$ cat src/rtl/jtu_pkg.sv
package jtu_pkg;
  localparam logic [7:0] OP_SHORT_REL = 8'hEB;
  localparam logic [7:0] OP_NEAR_REL  = 8'hE9;
  localparam logic [7:0] OP_FAR_IMM   = 8'hEA;
  localparam logic [7:0] OP_GROUP_FF  = 8'hFF;
  localparam logic [2:0] REG_NEAR_IND = 3'd4;
  localparam logic [2:0] REG_FAR_IND  = 3'd5;

  typedef enum logic [1:0] {
    DISP_B8  = 2'd0,
    DISP_B16 = 2'd1,
    DISP_B32 = 2'd2
  } dispSize_e;

  // Strobes from control to datapath
  typedef struct packed {
    logic      capture;   // legal jump accepted this cycle
    logic      isRel;     // add displacement to following address
    dispSize_e dispSize;  // displacement width
    logic      isFar;     // offset plus selector
    logic      fromImm;   // far pointer taken from immediate bytes
    logic      wide;      // 32-bit operand size
  } jtuCtrl_t;
endpackage

$ cat src/rtl/jtu_control.sv
module jtu_control
  import jtu_pkg::*;
(
  input  logic       clk,
  input  logic       rst,
  input  logic       inValid,
  input  logic [7:0] opcode,
  input  logic [2:0] modrmReg,
  input  logic       opSize32,
  input  logic       protMode,
  output jtuCtrl_t   ctrl,
  output logic       outValid,
  output logic       selLoad,
  output logic       illegalFlag,
  output logic       interceptFlag
);
  logic isShort, isNear, isFarImm, isGroup, grpNear, grpFar, legal;

  always_comb begin
    isShort  = (opcode == OP_SHORT_REL);
    isNear   = (opcode == OP_NEAR_REL);
    isFarImm = (opcode == OP_FAR_IMM);
    isGroup  = (opcode == OP_GROUP_FF);
    grpNear  = isGroup && (modrmReg == REG_NEAR_IND);
    grpFar   = isGroup && (modrmReg == REG_FAR_IND);
    legal    = isShort | isNear | isFarImm | grpNear | grpFar;

    ctrl.capture  = inValid & legal;
    ctrl.isRel    = isShort | isNear;
    ctrl.dispSize = isShort ? DISP_B8 : (opSize32 ? DISP_B32 : DISP_B16);
    ctrl.isFar    = isFarImm | grpFar;
    ctrl.fromImm  = isFarImm;
    ctrl.wide     = opSize32;
  end

  always_ff @(posedge clk) begin
    if (rst) begin
      outValid      <= 1'b0;
      selLoad       <= 1'b0;
      illegalFlag   <= 1'b0;
      interceptFlag <= 1'b0;
    end else begin
      outValid      <= ctrl.capture;
      selLoad       <= ctrl.capture & ctrl.isFar;
      illegalFlag   <= inValid & ~legal;
      interceptFlag <= ctrl.capture & ctrl.isFar & protMode;
    end
  end

  // a result strobe always traces back to an accepted input
  a_r2_latency: assert property (@(posedge clk) disable iff (rst)
    outValid |-> $past(inValid));
  // result and illegal strobes never coincide
  a_r11_exclusive: assert property (@(posedge clk) disable iff (rst)
    !(outValid && illegalFlag));
  // intercept only accompanies a far load
  a_r10_far_only: assert property (@(posedge clk) disable iff (rst)
    interceptFlag |-> (selLoad && outValid));
endmodule

$ cat src/rtl/jtu_datapath.sv
module jtu_datapath
  import jtu_pkg::*;
#(
  parameter int IP_W  = 32,
  parameter int SEL_W = 16,
  parameter int LEN_W = 4
) (
  input  logic                  clk,
  input  logic                  rst,
  input  jtuCtrl_t              ctrl,
  input  logic [IP_W+SEL_W-1:0] immBytes,
  input  logic [LEN_W-1:0]      instLen,
  input  logic [IP_W-1:0]       curIp,
  input  logic [IP_W+SEL_W-1:0] rmOperand,
  output logic [IP_W-1:0]       nextIp,
  output logic [SEL_W-1:0]      selOut
);
  localparam int HALF_W = IP_W / 2;
  localparam int PTR_W  = IP_W + SEL_W;

  logic [IP_W-1:0]  dispExt, followIp, relSum, absIp, farIp, rawIp, targetIp;
  logic [PTR_W-1:0] ptrSrc;
  logic [SEL_W-1:0] farSel;

  always_comb begin
    unique case (ctrl.dispSize)
      DISP_B8:  dispExt = {{(IP_W-8){immBytes[7]}}, immBytes[7:0]};
      DISP_B16: dispExt = {{(IP_W-16){immBytes[15]}}, immBytes[15:0]};
      default:  dispExt = immBytes[IP_W-1:0];
    endcase
    followIp = curIp + {{(IP_W-LEN_W){1'b0}}, instLen};
    relSum   = followIp + dispExt;
    absIp    = rmOperand[IP_W-1:0];

    ptrSrc = ctrl.fromImm ? immBytes : rmOperand;
    if (ctrl.wide) begin
      farIp  = ptrSrc[IP_W-1:0];
      farSel = ptrSrc[IP_W+SEL_W-1:IP_W];
    end else begin
      farIp  = {{(IP_W-HALF_W){1'b0}}, ptrSrc[HALF_W-1:0]};
      farSel = ptrSrc[HALF_W+SEL_W-1:HALF_W];
    end

    if (ctrl.isRel)      rawIp = relSum;
    else if (ctrl.isFar) rawIp = farIp;
    else                 rawIp = absIp;

    targetIp = ctrl.wide ? rawIp : {{(IP_W-HALF_W){1'b0}}, rawIp[HALF_W-1:0]};
  end

  always_ff @(posedge clk) begin
    if (rst) begin
      nextIp <= '0;
      selOut <= '0;
    end else if (ctrl.capture) begin
      nextIp <= targetIp;
      if (ctrl.isFar) selOut <= farSel;
    end
  end

  // narrow operand size leaves the upper half clear
  a_r5_narrow_ip: assert property (@(posedge clk) disable iff (rst)
    $past(ctrl.capture && !ctrl.wide) |-> (nextIp[IP_W-1:HALF_W] == '0));
  // idle or rejected cycles leave the pointer alone
  a_r11_ip_hold: assert property (@(posedge clk) disable iff (rst)
    !$past(ctrl.capture) |-> $stable(nextIp));
endmodule

$ cat src/rtl/jump_target_unit.sv
module jump_target_unit
  import jtu_pkg::*;
#(
  parameter int IP_W  = 32,
  parameter int SEL_W = 16,
  parameter int LEN_W = 4
) (
  input  logic                  clk,
  input  logic                  rst,
  input  logic                  inValid,
  input  logic [7:0]            opcode,
  input  logic [2:0]            modrmReg,
  input  logic [IP_W+SEL_W-1:0] immBytes,
  input  logic [LEN_W-1:0]      instLen,
  input  logic [IP_W-1:0]       curIp,
  input  logic                  opSize32,
  input  logic                  protMode,
  input  logic [IP_W+SEL_W-1:0] rmOperand,
  output logic [IP_W-1:0]       nextIp,
  output logic [SEL_W-1:0]      selOut,
  output logic                  selLoad,
  output logic                  outValid,
  output logic                  illegalFlag,
  output logic                  interceptFlag
);
  jtuCtrl_t ctrlBus;

  jtu_control ctrl_i (
    .clk(clk), .rst(rst), .inValid(inValid), .opcode(opcode),
    .modrmReg(modrmReg), .opSize32(opSize32), .protMode(protMode),
    .ctrl(ctrlBus), .outValid(outValid), .selLoad(selLoad),
    .illegalFlag(illegalFlag), .interceptFlag(interceptFlag)
  );

  jtu_datapath #(.IP_W(IP_W), .SEL_W(SEL_W), .LEN_W(LEN_W)) dp_i (
    .clk(clk), .rst(rst), .ctrl(ctrlBus), .immBytes(immBytes),
    .instLen(instLen), .curIp(curIp), .rmOperand(rmOperand),
    .nextIp(nextIp), .selOut(selOut)
  );

  // first cycle after reset shows cleared outputs
  a_r1_reset_clear: assert property (@(posedge clk) disable iff (rst)
    $past(rst) |-> (!outValid && !selLoad && !illegalFlag && nextIp == '0 && selOut == '0));
  // the selector moves only with a far load
  a_r7_sel_hold: assert property (@(posedge clk) disable iff (rst)
    !selLoad |-> $stable(selOut));
  // an illegal encoding changes neither result
  a_r11_illegal_hold: assert property (@(posedge clk) disable iff (rst)
    illegalFlag |-> ($stable(nextIp) && $stable(selOut)));
endmodule

$ cat config.mk
export PLATFORM = sky130hd
export DESIGN_NAME = jump_target_unit
export DESIGN_NICKNAME = d
export VERILOG_FILES = /design/src/rtl/jtu_pkg.sv /design/src/rtl/jtu_control.sv /design/src/rtl/jtu_datapath.sv /design/src/rtl/jump_target_unit.sv
export SDC_FILE = /design/constraint.sdc
export NUM_CORES = 1
export LEC_CHECK = 0
export BUFFER_PORTS_ARGS = -buffer_cell sky130_fd_sc_hd__buf_4
export CORE_UTILIZATION = 40
export CTS_CLUSTER_SIZE = 14
export DETAILED_ROUTE_END_ITERATION = 8
export PLACE_DENSITY = 0.7
export SLEW_MARGIN = 0
export SYNTH_ARGS = -nofsm -noshare
export SYNTH_HDL_FRONTEND = slang
export SYNTH_SLANG_ARGS = --single-unit
$ cat constraint.sdc
create_clock -name clk -period 4.7 [get_ports clk]
set_input_delay 0.705 -clock clk [delete_from_list [all_inputs] [get_ports clk]]
set_output_delay 0.705 -clock clk [all_outputs]
set_load 0.01 [all_outputs]
==> results of run 1 <==
==> final cells by class <==
cell class              instances  area (µm²)  share of cell area
clock buffers                   5       125.1             0.01790
clock inverters                 3       27.53            0.003937
inverters                      12       45.04            0.006442
multi-input cells             518        3846              0.5501
flip-flops and latches         52        1041              0.1489
well taps                     168       210.2             0.03006
repair buffers                226        1697              0.2427
==> cells by family after synthesis <==
family                   after synthesis  synth area share
XOR/XNOR                              25           0.04319
multiplexers                          82            0.1624
adder cells (fa/ha/maj)               62            0.1604
flip-flops                            52            0.2053
AO/OA/AOI/OAI                        174            0.2263
buffers and inverters                 42           0.03603
AND/OR/NAND/NOR                      175            0.1663
==> power groups by stage <==
stage	clock network [mW]	registers, mW	logic [mW]
floorplan	0	0.454	0.380
global placement	0	0.453	0.620
detailed placement	0	0.453	0.629
CTS	0.412	0.443	0.634
global route	0.431	0.443	0.697
finish	0.403	0.443	0.636
==> layer usage <==
| layer | up-vias | global-route usage | share of wire |
|---|---|---|---|
| met4 | 0 | 0.09610 | 0.027 |
| met1 | 2512 | 0.3284 | 0.43 |
| li1 | 2681 | - | - |
| met2 | 188 | 0.4889 | 0.48 |
| met3 | 25 | 0.05029 | 0.058 |
| met5 | - | 0 | 0 |
==> Yosys cell counts (2+ instances only) <==
master / number / area share
ha_1: 57 / 0.14
xor2_1: 10 / 0.017
nor4_1: 3 / 0.0037
dfxtp_1: 52 / 0.21
a32oi_1: 2 / 0.0035
a211oi_1: 9 / 0.013
inv_1: 12 / 0.0089
o2111ai_1: 2 / 0.0035
buf_1: 4 / 0.0030
o21ai_0: 12 / 0.012
a21oi_1: 53 / 0.052
mux2_1: 2 / 0.0044
a32o_1: 2 / 0.0039
nor2_1: 50 / 0.037
a221o_1: 3 / 0.0059
nor2b_1: 7 / 0.0086
or2_2: 4 / 0.0049
a221oi_1: 6 / 0.010
or3_1: 5 / 0.0062
clkbuf_1: 20 / 0.015
mux2i_1: 80 / 0.16
nand4_1: 5 / 0.0062
and4_1: 2 / 0.0035
nand3_1: 13 / 0.013
nor3_1: 8 / 0.0079
buf_4: 2 / 0.0030
nand2b_1: 5 / 0.0062
o211ai_1: 9 / 0.013
buf_2: 2 / 0.0020
a31oi_1: 10 / 0.012
xnor2_1: 15 / 0.026
buf_6: 2 / 0.0044
o21ai_1: 9 / 0.0089
nand2_1: 56 / 0.041
and3_1: 8 / 0.0099
a311oi_1: 3 / 0.0052
o21a_1: 19 / 0.028
a21o_1: 25 / 0.037
fa_1: 5 / 0.020
o31ai_1: 2 / 0.0030
==> state kept, by name, summed over array words and instances (netlist names) <==
register / count
ctrl_i.illegalFlag: 1
ctrl_i.interceptFlag: 1
ctrl_i.outValid: 1
ctrl_i.selLoad: 1
dp_i.nextIp: 32
dp_i.selOut: 16
==> worst min-delay path by stage <==
stage	start	to	slack (ns)	depth (start not counted)
3_3_place_gp	dp_i.nextIp[19]	dp_i.nextIp[19]	0.44	2
4_1_cts	dp_i.nextIp[19]	dp_i.nextIp[19]	0.46	2
6_report	dp_i.nextIp[19]	dp_i.nextIp[19]	0.46	2
2_1_floorplan	dp_i.nextIp[17]	dp_i.nextIp[17]	0.47	2
3_5_place_dp	dp_i.nextIp[17]	dp_i.nextIp[17]	0.44	2
5_1_grt	dp_i.nextIp[3]	dp_i.nextIp[3]	0.48	2
==> per-stage QoR <==
step                area (µm²)    util  worst slack, ns  hold WS [ns]  power (mW)
finish                    6992  0.5749           0.4483        0.4588       1.482
global route              6992  0.5749           0.2493        0.4780       1.571
CTS                       6992  0.5749           0.4361        0.4611       1.488
detailed placement        6839  0.5623           0.1175        0.4425       1.082
global placement          6839  0.5623           0.1493        0.4410       1.074
floorplan                 5070       -           0.1580        0.4707      0.8338
==> critical path: stages <==
cell and delay [ns]:
buf_4 0.12, or3b_4 0.41, or3_4 0.43, buf_4 0.18, a21o_1 0.18, ha_1 0.27, ha_1 0.37, and3_1 0.24
a221o_1 0.30, a21oi_1 0.14, o21ai_1 0.12, buf_4 0.17, a21o_1 0.17, a21oi_1 0.29, xor2_1 0.14, a221oi_1 0.24
==> metrics, run 1 <==
hpwl dp=14600 µm; TritonCTS Sinks=52; Max-slew headroom=0.3410; post-cts resize count=0; max_cap viols=0; Ant. Diodes=0; Min Clock Period, post-route=4.252 ns; Psw=0.5305 mW; Seq pwr share=0.299; RSZ-0062 raised after global routing=false; most common cell after layout, fill and taps aside=buf_4; Synth async-reset ratio=0; R2R setup slack=3.40 ns; first-pass GRT wire length=27410 µm; cell count after synthesis=612; combinational power share=0.429; startpoint type of the worst setup path=input pin; Area Overhead vs Synth=37.91%; Achievable Freq=235.2 MHz; port buffer count=199; status=completed; Die Ht=114.6 µm; final non-filler cell total=984; drt via density=5.494; synthesized area per cell=8.284 µm²; final hold vios=0; Clock Path Buffers=2; Setup Skew=0 ns; Clk Latency, worst-skew pair=0.30 ns; fin nets=1025; data required time at the worst endpoint=4.92 ns; Ports=200; Initial Utilization=0.4169; share of total power in the clock network=0.272; pwr dens=211.9 mW/mm²; Top FF cell, synth=dfxtp_1; vias in the first global route=5303; Slew @ Worst Pin=0.9861 ns; Post-synth EDFFs=0; setup bufs post-CTS=0; Setup CP Type=in2reg; row count=40; worst setup path endpoint=dp_i.nextIp[21]; Max Slew Vio Count=0; # setup viols final=0; post-detailed-route count of antenna-violating nets=0; gr usage total=0.2742; CTS tree=built; detailed-route wire length per cell=18.30 µm; internal cell power=0.9512 mW; DRC violations left=0; sequential fraction of the synthesis area=0.2053; grt total ovfl=0; Reg2Reg Capture Point=dp_i.nextIp[31]; placed cells=976; Hold Path Class=reg2reg; worst reg2reg startpoint=dp_i.nextIp[31]; Setup TNS=0 ns; Iter 0 DRT Violations=210; CP Data Arrival Time=4.47 ns; final WL=18000 µm; Setup crit end kind=flop; Ys Warns=0; RePlAce Congestion=0.9358; Synth Net Count=822; most frequent cells in the layout=buf_4, mux2i_1, ha_1; total number of vias=5406; Tcrit/Tclk final=0.9046; Root Buffer Master=clkbuf_16; Synth cell types=57; Net Sw Frac=0.3581; core area=0.01216 mm²; die area=0.01313 mm²; H-tree depth=2; drt first pass iters=4; CP startpoint=opcode[2]; Max FO, Critical Path=8; die width=114.6 µm; post-synthesis cell area=0.005070 mm²; initial antenna violation count=0; clk slew on worst S/H paths=0.08 ns; # fillers=1154; CTS buffer count=5; Reg2Reg Depth=4; worst ir drop on vdd=0.0001678 V; P_leak=3.391 nW; hold-fix buffers at CTS=0; share of layout cells above drive strength 1=0.2990; FF+latch count, synth=52; largest net degree at the start of global routing=42
Note: power is estimated with default switching activity, not from simulation.
==> inputs of run 2 (changes only) <==
==> constraint.sdc (replaced) <==
create_clock -name clk -period 3.5 [get_ports clk]
set_input_delay 0.525 -clock clk [delete_from_list [all_inputs] [get_ports clk]]
set_output_delay 0.525 -clock clk [all_outputs]
set_load 0.01 [all_outputs]
==> run 2 against run 1 <==
Effect of this change:
- the run now ends with setup timing left
- routed wire length up 11%
- worst hold slack worse by 0.0016 ns
- via count up 9.1%
- sequential power up 34%
- core utilization up 11 points
- highest routed layer unchanged
- critical path depth down 1
- total power up 63%
- final area up 19%
- register-to-register slack worse by 1.3 ns
- clock skew unchanged
- worst setup slack worse by 0.58 ns
- largest cell class unchanged
==> metrics, run 2 (same netlist as run 1, synthesis figures left out) <==
post-detailed-route count of antenna-violating nets=0 (unchanged); Setup crit end kind=flop (unchanged); status=finished, violations left (was completed); Iter 0 DRT Violations=260 (was 210); CTS tree=built (unchanged); Root Buffer Master=clkbuf_16 (unchanged); die area=0.01313 mm² (unchanged); H-tree depth=2 (unchanged); worst ir drop on vdd=0.0001961 V (was 0.0001678 V); drt first pass iters=5 (was 4); detailed-route wire length per cell=18.65 µm (was 18.30 µm); Initial Utilization=0.4169 (unchanged); die width=114.6 µm (unchanged); drt via density=5.521 (was 5.494); P_leak=3.867 nW (was 3.391 nW); Setup CP Type=in2reg (unchanged); placed cells=1044 (was 976); DRC violations left=0 (unchanged); Top Registers=dp_i.nextIp x32, dp_i.selOut x16 (unchanged); RePlAce Congestion=0.9484 (was 0.9358); failing checks=setup timing; most common cell after layout, fill and taps aside=buf_4 (unchanged); Ports=200 (unchanged); # setup viols final=9 (was 0); Hold Path Class=in2reg (was reg2reg); vias in the first global route=5983 (was 5303); Die Ht=114.6 µm (unchanged); total number of vias=5896 (was 5406); Setup Skew=0 ns (unchanged); initial antenna violation count=0 (unchanged); Largest Register=dp_i.nextIp (unchanged); Clock Path Buffers=2 (unchanged); most frequent cells in the layout=buf_4, mux2i_1, nand2_1 (was buf_4, mux2i_1, ha_1); final WL=19920 µm (was 18000 µm); Clk Latency, worst-skew pair=0.31 ns (was 0.30 ns); share of layout cells above drive strength 1=0.4522 (was 0.2990); final non-filler cell total=1068 (was 984); largest net degree at the start of global routing=41 (was 42); core area=0.01216 mm² (unchanged); Max Slew Vio Count=0 (unchanged); Slew @ Worst Pin=0.5471 ns (was 0.9861 ns); RSZ-0062 raised after global routing=true (was false); fin nets=1109 (was 1025); data required time at the worst endpoint=3.70 ns (was 4.92 ns); setup ws final=-0.1335 ns (was 0.4483 ns); Max FO, Critical Path=7 (was 8); TritonCTS Sinks=52 (unchanged); final hold vios=0 (unchanged); Ant. Diodes=0 (unchanged); CTS buffer count=5 (unchanged); gr usage total=0.3045 (was 0.2742); CP Data Arrival Time=3.83 ns (was 4.47 ns); clk slew on worst S/H paths=0.07 ns (was 0.08 ns); startpoint type of the worst setup path=input pin (unchanged); grt total ovfl=0 (unchanged); first-pass GRT wire length=30820 µm (was 27410 µm); pwr dens=291.1 mW/mm² (was 211.9 mW/mm²); Min Clock Period, post-route=3.633 ns; hpwl dp=15440 µm (was 14600 µm); Achievable Freq=275.2 MHz; port buffer count=199 (unchanged); row count=40 (unchanged); Max-slew headroom=0.6325 (was 0.3410); Area Overhead vs Synth=64.09% (was 37.91%); total power=2.421 mW (was 1.482 mW); max_cap viols=0 (unchanged); max FFs per register=32 (unchanged); Tcrit/Tclk final=1.038
## run 2: layout make-up
cell class | instances | area [µm²]
Sequential cell | 52 | 1041
Inverter | 12 | 45.04
Clock inverter | 1 | 30.03
Fill cell | 1026 | 3842
Multi-Input combinational cell | 518 | 4463
Timing Repair Buffer | 310 | 2377
Clock buffer | 7 | 152.6
Tap cell | 168 | 210.2
## run 2: metal layers
metal  GRT usage  vias to the layer above  wire length [µm]
met5           0                        -                 0
met4     0.09351                        0               364
met3     0.04923                       26              1438
met2      0.5253                      249              9602
met1      0.3879                     2775              8510
li1            -                     2846                 -
## run 2: worst paths after layout
| kind | to | slack [ns] | startpoint | cells after the start |
|---|---|---|---|---|
| setup / recovery | dp_i.nextIp[31] | -0.13 | opcode[4] | 15 |
| hold / removal | ctrl_i.interceptFlag | 0.46 | protMode | 2 |
| setup reg to reg | dp_i.nextIp[31] | 2.07 | dp_i.nextIp[31] | 4 |
| hold reg to reg | dp_i.nextIp[9] | 0.46 | dp_i.nextIp[9] | 2 |
## run 2: critical path, cell delays in order
cell and delay [ns]:
buf_6 0.09, or3b_4 0.39, or3_4 0.43, a21oi_4 0.23
o21a_1 0.18, ha_4 0.21, ha_4 0.21, a21o_1 0.18
a21oi_2 0.20, o21ai_2 0.08, or3_4 0.34, a21oi_4 0.13
nor3_2 0.06, or4_1 0.40, and3_1 0.18
## run 2: report_power, final
part | switching, mW | total [mW] | internal, mW
Combinational | 0.562 | 1.20 | 0.635
Clock | 0.252 | 0.629 | 0.378
Sequential | 0.00145 | 0.595 | 0.594
## run 2: what timing repair did
action	4_1_cts	5_1_grt
gates resized for setup	41	36
setup buffers	11	5
hold buffers	0	0
pin swaps	33	28
endpoints found under the hold margin	0	0
setup endpoints to repair	15	20
## run 2: metrics by stage
step	setup TNS (ns)	hold slack (ns)	utilization	setup slack, ns	area (µm²)
CTS	-1.025	0.4518	0.6673	-0.1760	8115
floorplan	-1.895	0.4707	-	-0.4307	5348
finish	-0.5823	0.4572	0.6841	-0.1335	8319
global placement	-7.673	0.4404	0.6254	-0.5354	7606
detailed placement	-8.302	0.4512	0.6254	-0.5837	7606
global route	-1.734	0.4487	0.6841	-0.2350	8319
==> inputs of run 3 (changes only) <==
==> constraint.sdc (replaced) <==
create_clock -name clk -period 3.1 [get_ports clk]
set_input_delay 0.465 -clock clk [delete_from_list [all_inputs] [get_ports clk]]
set_output_delay 0.465 -clock clk [all_outputs]
set_load 0.01 [all_outputs]
==> run 3 against run 2 <==
Effect of this change:
- the flow still finishes with violations (setup timing)
- first-iteration DRC count up 18%
- global-route usage shrank 1.1 points
- total power is 12% higher
- worst hold slack worse by 0.083 ns
- sequential power rose by 13%
- routed wire length rose by 0.26%
- die area is the same
- clock power decreased by 3.5%
==> metrics, run 3 (same netlist as run 1, synthesis figures left out) <==
drt via density=5.501 (was 5.521); placed cells=1045 (was 1044); wire length on met1=8449 µm (was 8510 µm); CTS buffer count=5 (unchanged); H-tree depth=2 (unchanged); data required time at the worst endpoint=3.30 ns (was 3.70 ns); final hold vios=0 (unchanged); drt first pass iters=4 (was 5); Clock Path Buffers=2 (unchanged); Ant. Diodes=0 (unchanged); Setup CP Type=in2reg (unchanged); Setup crit end kind=flop (unchanged); first-pass GRT wire length=29570 µm (was 30820 µm); Met2 Wirelength=9955 µm (was 9602 µm); Max FO, Critical Path=6 (was 7); Iter 0 DRT Violations=306 (was 260); pwr dens=320.1 mW/mm² (was 291.1 mW/mm²); most frequent cells in the layout=buf_4, mux2i_1, nand2_1 (unchanged); Clk Latency, worst-skew pair=0.31 ns (about the same); RSZ-0062 raised after global routing=true (unchanged); DR top layer=met4 (unchanged); Seq pwr share=0.248 (was 0.246); R2R setup slack=1.66 ns (was 2.07 ns); hold_sp=protMode (unchanged); largest net degree at the start of global routing=41 (unchanged); max FFs per register=32 (unchanged); most common cell after layout, fill and taps aside=buf_4 (unchanged); share of layout cells above drive strength 1=0.4577 (was 0.4522); failing checks=setup timing (unchanged); Ports=200 (unchanged); CP Data Arrival Time=3.89 ns (was 3.83 ns); post-layout util=0.6965 (was 0.6841); Die Ht=114.6 µm (unchanged); pre-CTS setup slack=-0.9997 ns (was -0.5837 ns); total number of vias=5864 (was 5896); clk slew on worst S/H paths=0.07 ns (about the same); gr usage total=0.2937 (was 0.3045); setup ws final=-0.5808 ns (was -0.1335 ns); Top Registers=dp_i.nextIp x32, dp_i.selOut x16 (unchanged); fin nets=1107 (was 1109); detailed-route wire length per cell=18.73 µm (was 18.65 µm); Hold Path Depth=2 (unchanged); hpwl dp=15460 µm (was 15440 µm); max_cap viols=0 (unchanged); worst reg2reg startpoint=dp_i.nextIp[31] (unchanged); combinational power share=0.529 (was 0.494); TritonCTS Sinks=52 (unchanged); total power=2.711 mW (was 2.421 mW); CTS tree=built (unchanged); Max-slew headroom=0.2312 (was 0.6325); Min Clock Period, post-route=3.681 ns; Area Overhead vs Synth=67.08% (was 64.09%); RePlAce Congestion=0.9100 (was 0.9484); Net Sw Frac=0.3589 (was 0.3366); final WL=19970 µm (was 19920 µm); startpoint type of the worst setup path=input pin (unchanged); P_leak=3.907 nW (was 3.867 nW); row count=40 (unchanged); Tcrit/Tclk final=1.187; Max Slew Vio Count=0 (unchanged); DRC violations left=0 (unchanged); Achievable Freq=271.7 MHz; Reg2Reg Depth=4 (unchanged); Hold Path Class=in2reg (unchanged); status=finished, violations left (unchanged); worst ir drop on vdd=0.0002103 V (was 0.0001961 V); Reg2Reg Capture Point=dp_i.nextIp[31] (unchanged); initial antenna violation count=0 (unchanged); core area=0.01216 mm² (unchanged); die width=114.6 µm (unchanged); final non-filler cell total=1066 (was 1068); share of total power in the clock network=0.224 (was 0.260); Psw=0.9732 mW (was 0.8150 mW); die area=0.01313 mm² (unchanged); internal cell power=1.738 mW (was 1.607 mW); port buffer count=199 (unchanged); Root Buffer Master=clkbuf_16 (unchanged); post-detailed-route count of antenna-violating nets=0 (unchanged); Slew @ Worst Pin=1.149 ns (was 0.5471 ns); Initial Utilization=0.4169 (unchanged); grt total ovfl=0 (unchanged); # setup viols final=23 (was 9); vias in the first global route=5913 (was 5983); Hold EP=ctrl_i.interceptFlag (unchanged); Largest Register=dp_i.nextIp (unchanged); Setup Skew=0 ns (unchanged); met3 WL post-DR=1193 µm (was 1438 µm)
run 3: cell count changes in the layout (fill, tap and decap cells not counted), sizes merged:
| cell | previous run | this run |
|---|---|---|
| buf | 310 | 308 |
| bufinv | 1 | 0 |
| clkbuf | 7 | 6 |
| clkinvlp | 0 | 2 |
run 3: final cells by class:
class                      count  area (µm²)
clock buffer                   6       138.9
fill                         975        3691
tap                          168       210.2
multi-input combinational    518        4604
clock inverter                 2       15.01
timing repair buffer         308        2416
inverter                      12       45.04
sequential                    52        1041
run 3: worst max path at each step:
| stage | endpoint | slack [ns] | cells after the start | startpoint |
|---|---|---|---|---|
| floorplan | dp_i.nextIp[31] | -0.77 | 15 | opcode[4] |
| global placement | dp_i.nextIp[31] | -0.88 | 16 | opcode[4] |
| detailed placement | dp_i.nextIp[31] | -1.0 | 16 | opcode[4] |
| CTS | dp_i.nextIp[31] | -0.56 | 16 | opcode[4] |
| global route | dp_i.nextIp[31] | -0.66 | 16 | opcode[4] |
| finish | dp_i.nextIp[31] | -0.58 | 16 | opcode[4] |
run 3: per-layer routing:
metal	track usage	up-vias
li1	-	2834
met1	0.3603	2787
met2	0.5228	215
met3	0.05029	28
met4	0.08831	0
met5	0	-
run 3: repair_timing:
item,CTS,global route
pin swaps,18,31
resized for setup,29,62
endpoints found under the setup margin,22,24
hold buffers,0,0
setup buffers,4,10
run 3: stage by stage:
stage	hold slack, ns	area, µm²	setup TNS [ns]
2_1_floorplan	0.4707	5381	-8.065
3_3_place_gp	0.4371	7697	-15.08
3_5_place_dp	0.4408	7697	-16.37
4_1_cts	0.3721	8046	-7.949
5_1_grt	0.3682	8471	-10.58
6_report	0.3742	8471	-8.222
run 3: power groups by stage:
stage                     registers (mW)  logic, mW  clock network [mW]
final                              0.672       1.43               0.607
after floorplan                    0.688      0.653                   0
after global placement             0.687       1.16                   0
after CTS                          0.671       1.26               0.617
after global routing               0.672       1.54               0.649
after detailed placement           0.687       1.18                   0
run 3: worst max-delay path, stage by stage:
cell	delay [ns]
buf_6	0.09
or3b_4	0.39
or3_4	0.41
buf_12	0.16
buf_4	0.13
a21o_1	0.20
ha_4	0.27
ha_4	0.19
a21o_1	0.17
a221o_1	0.33
a21oi_2	0.17
o21ai_4	0.10
a21oi_4	0.15
nor3_2	0.07
or4_1	0.40
and3_1	0.19
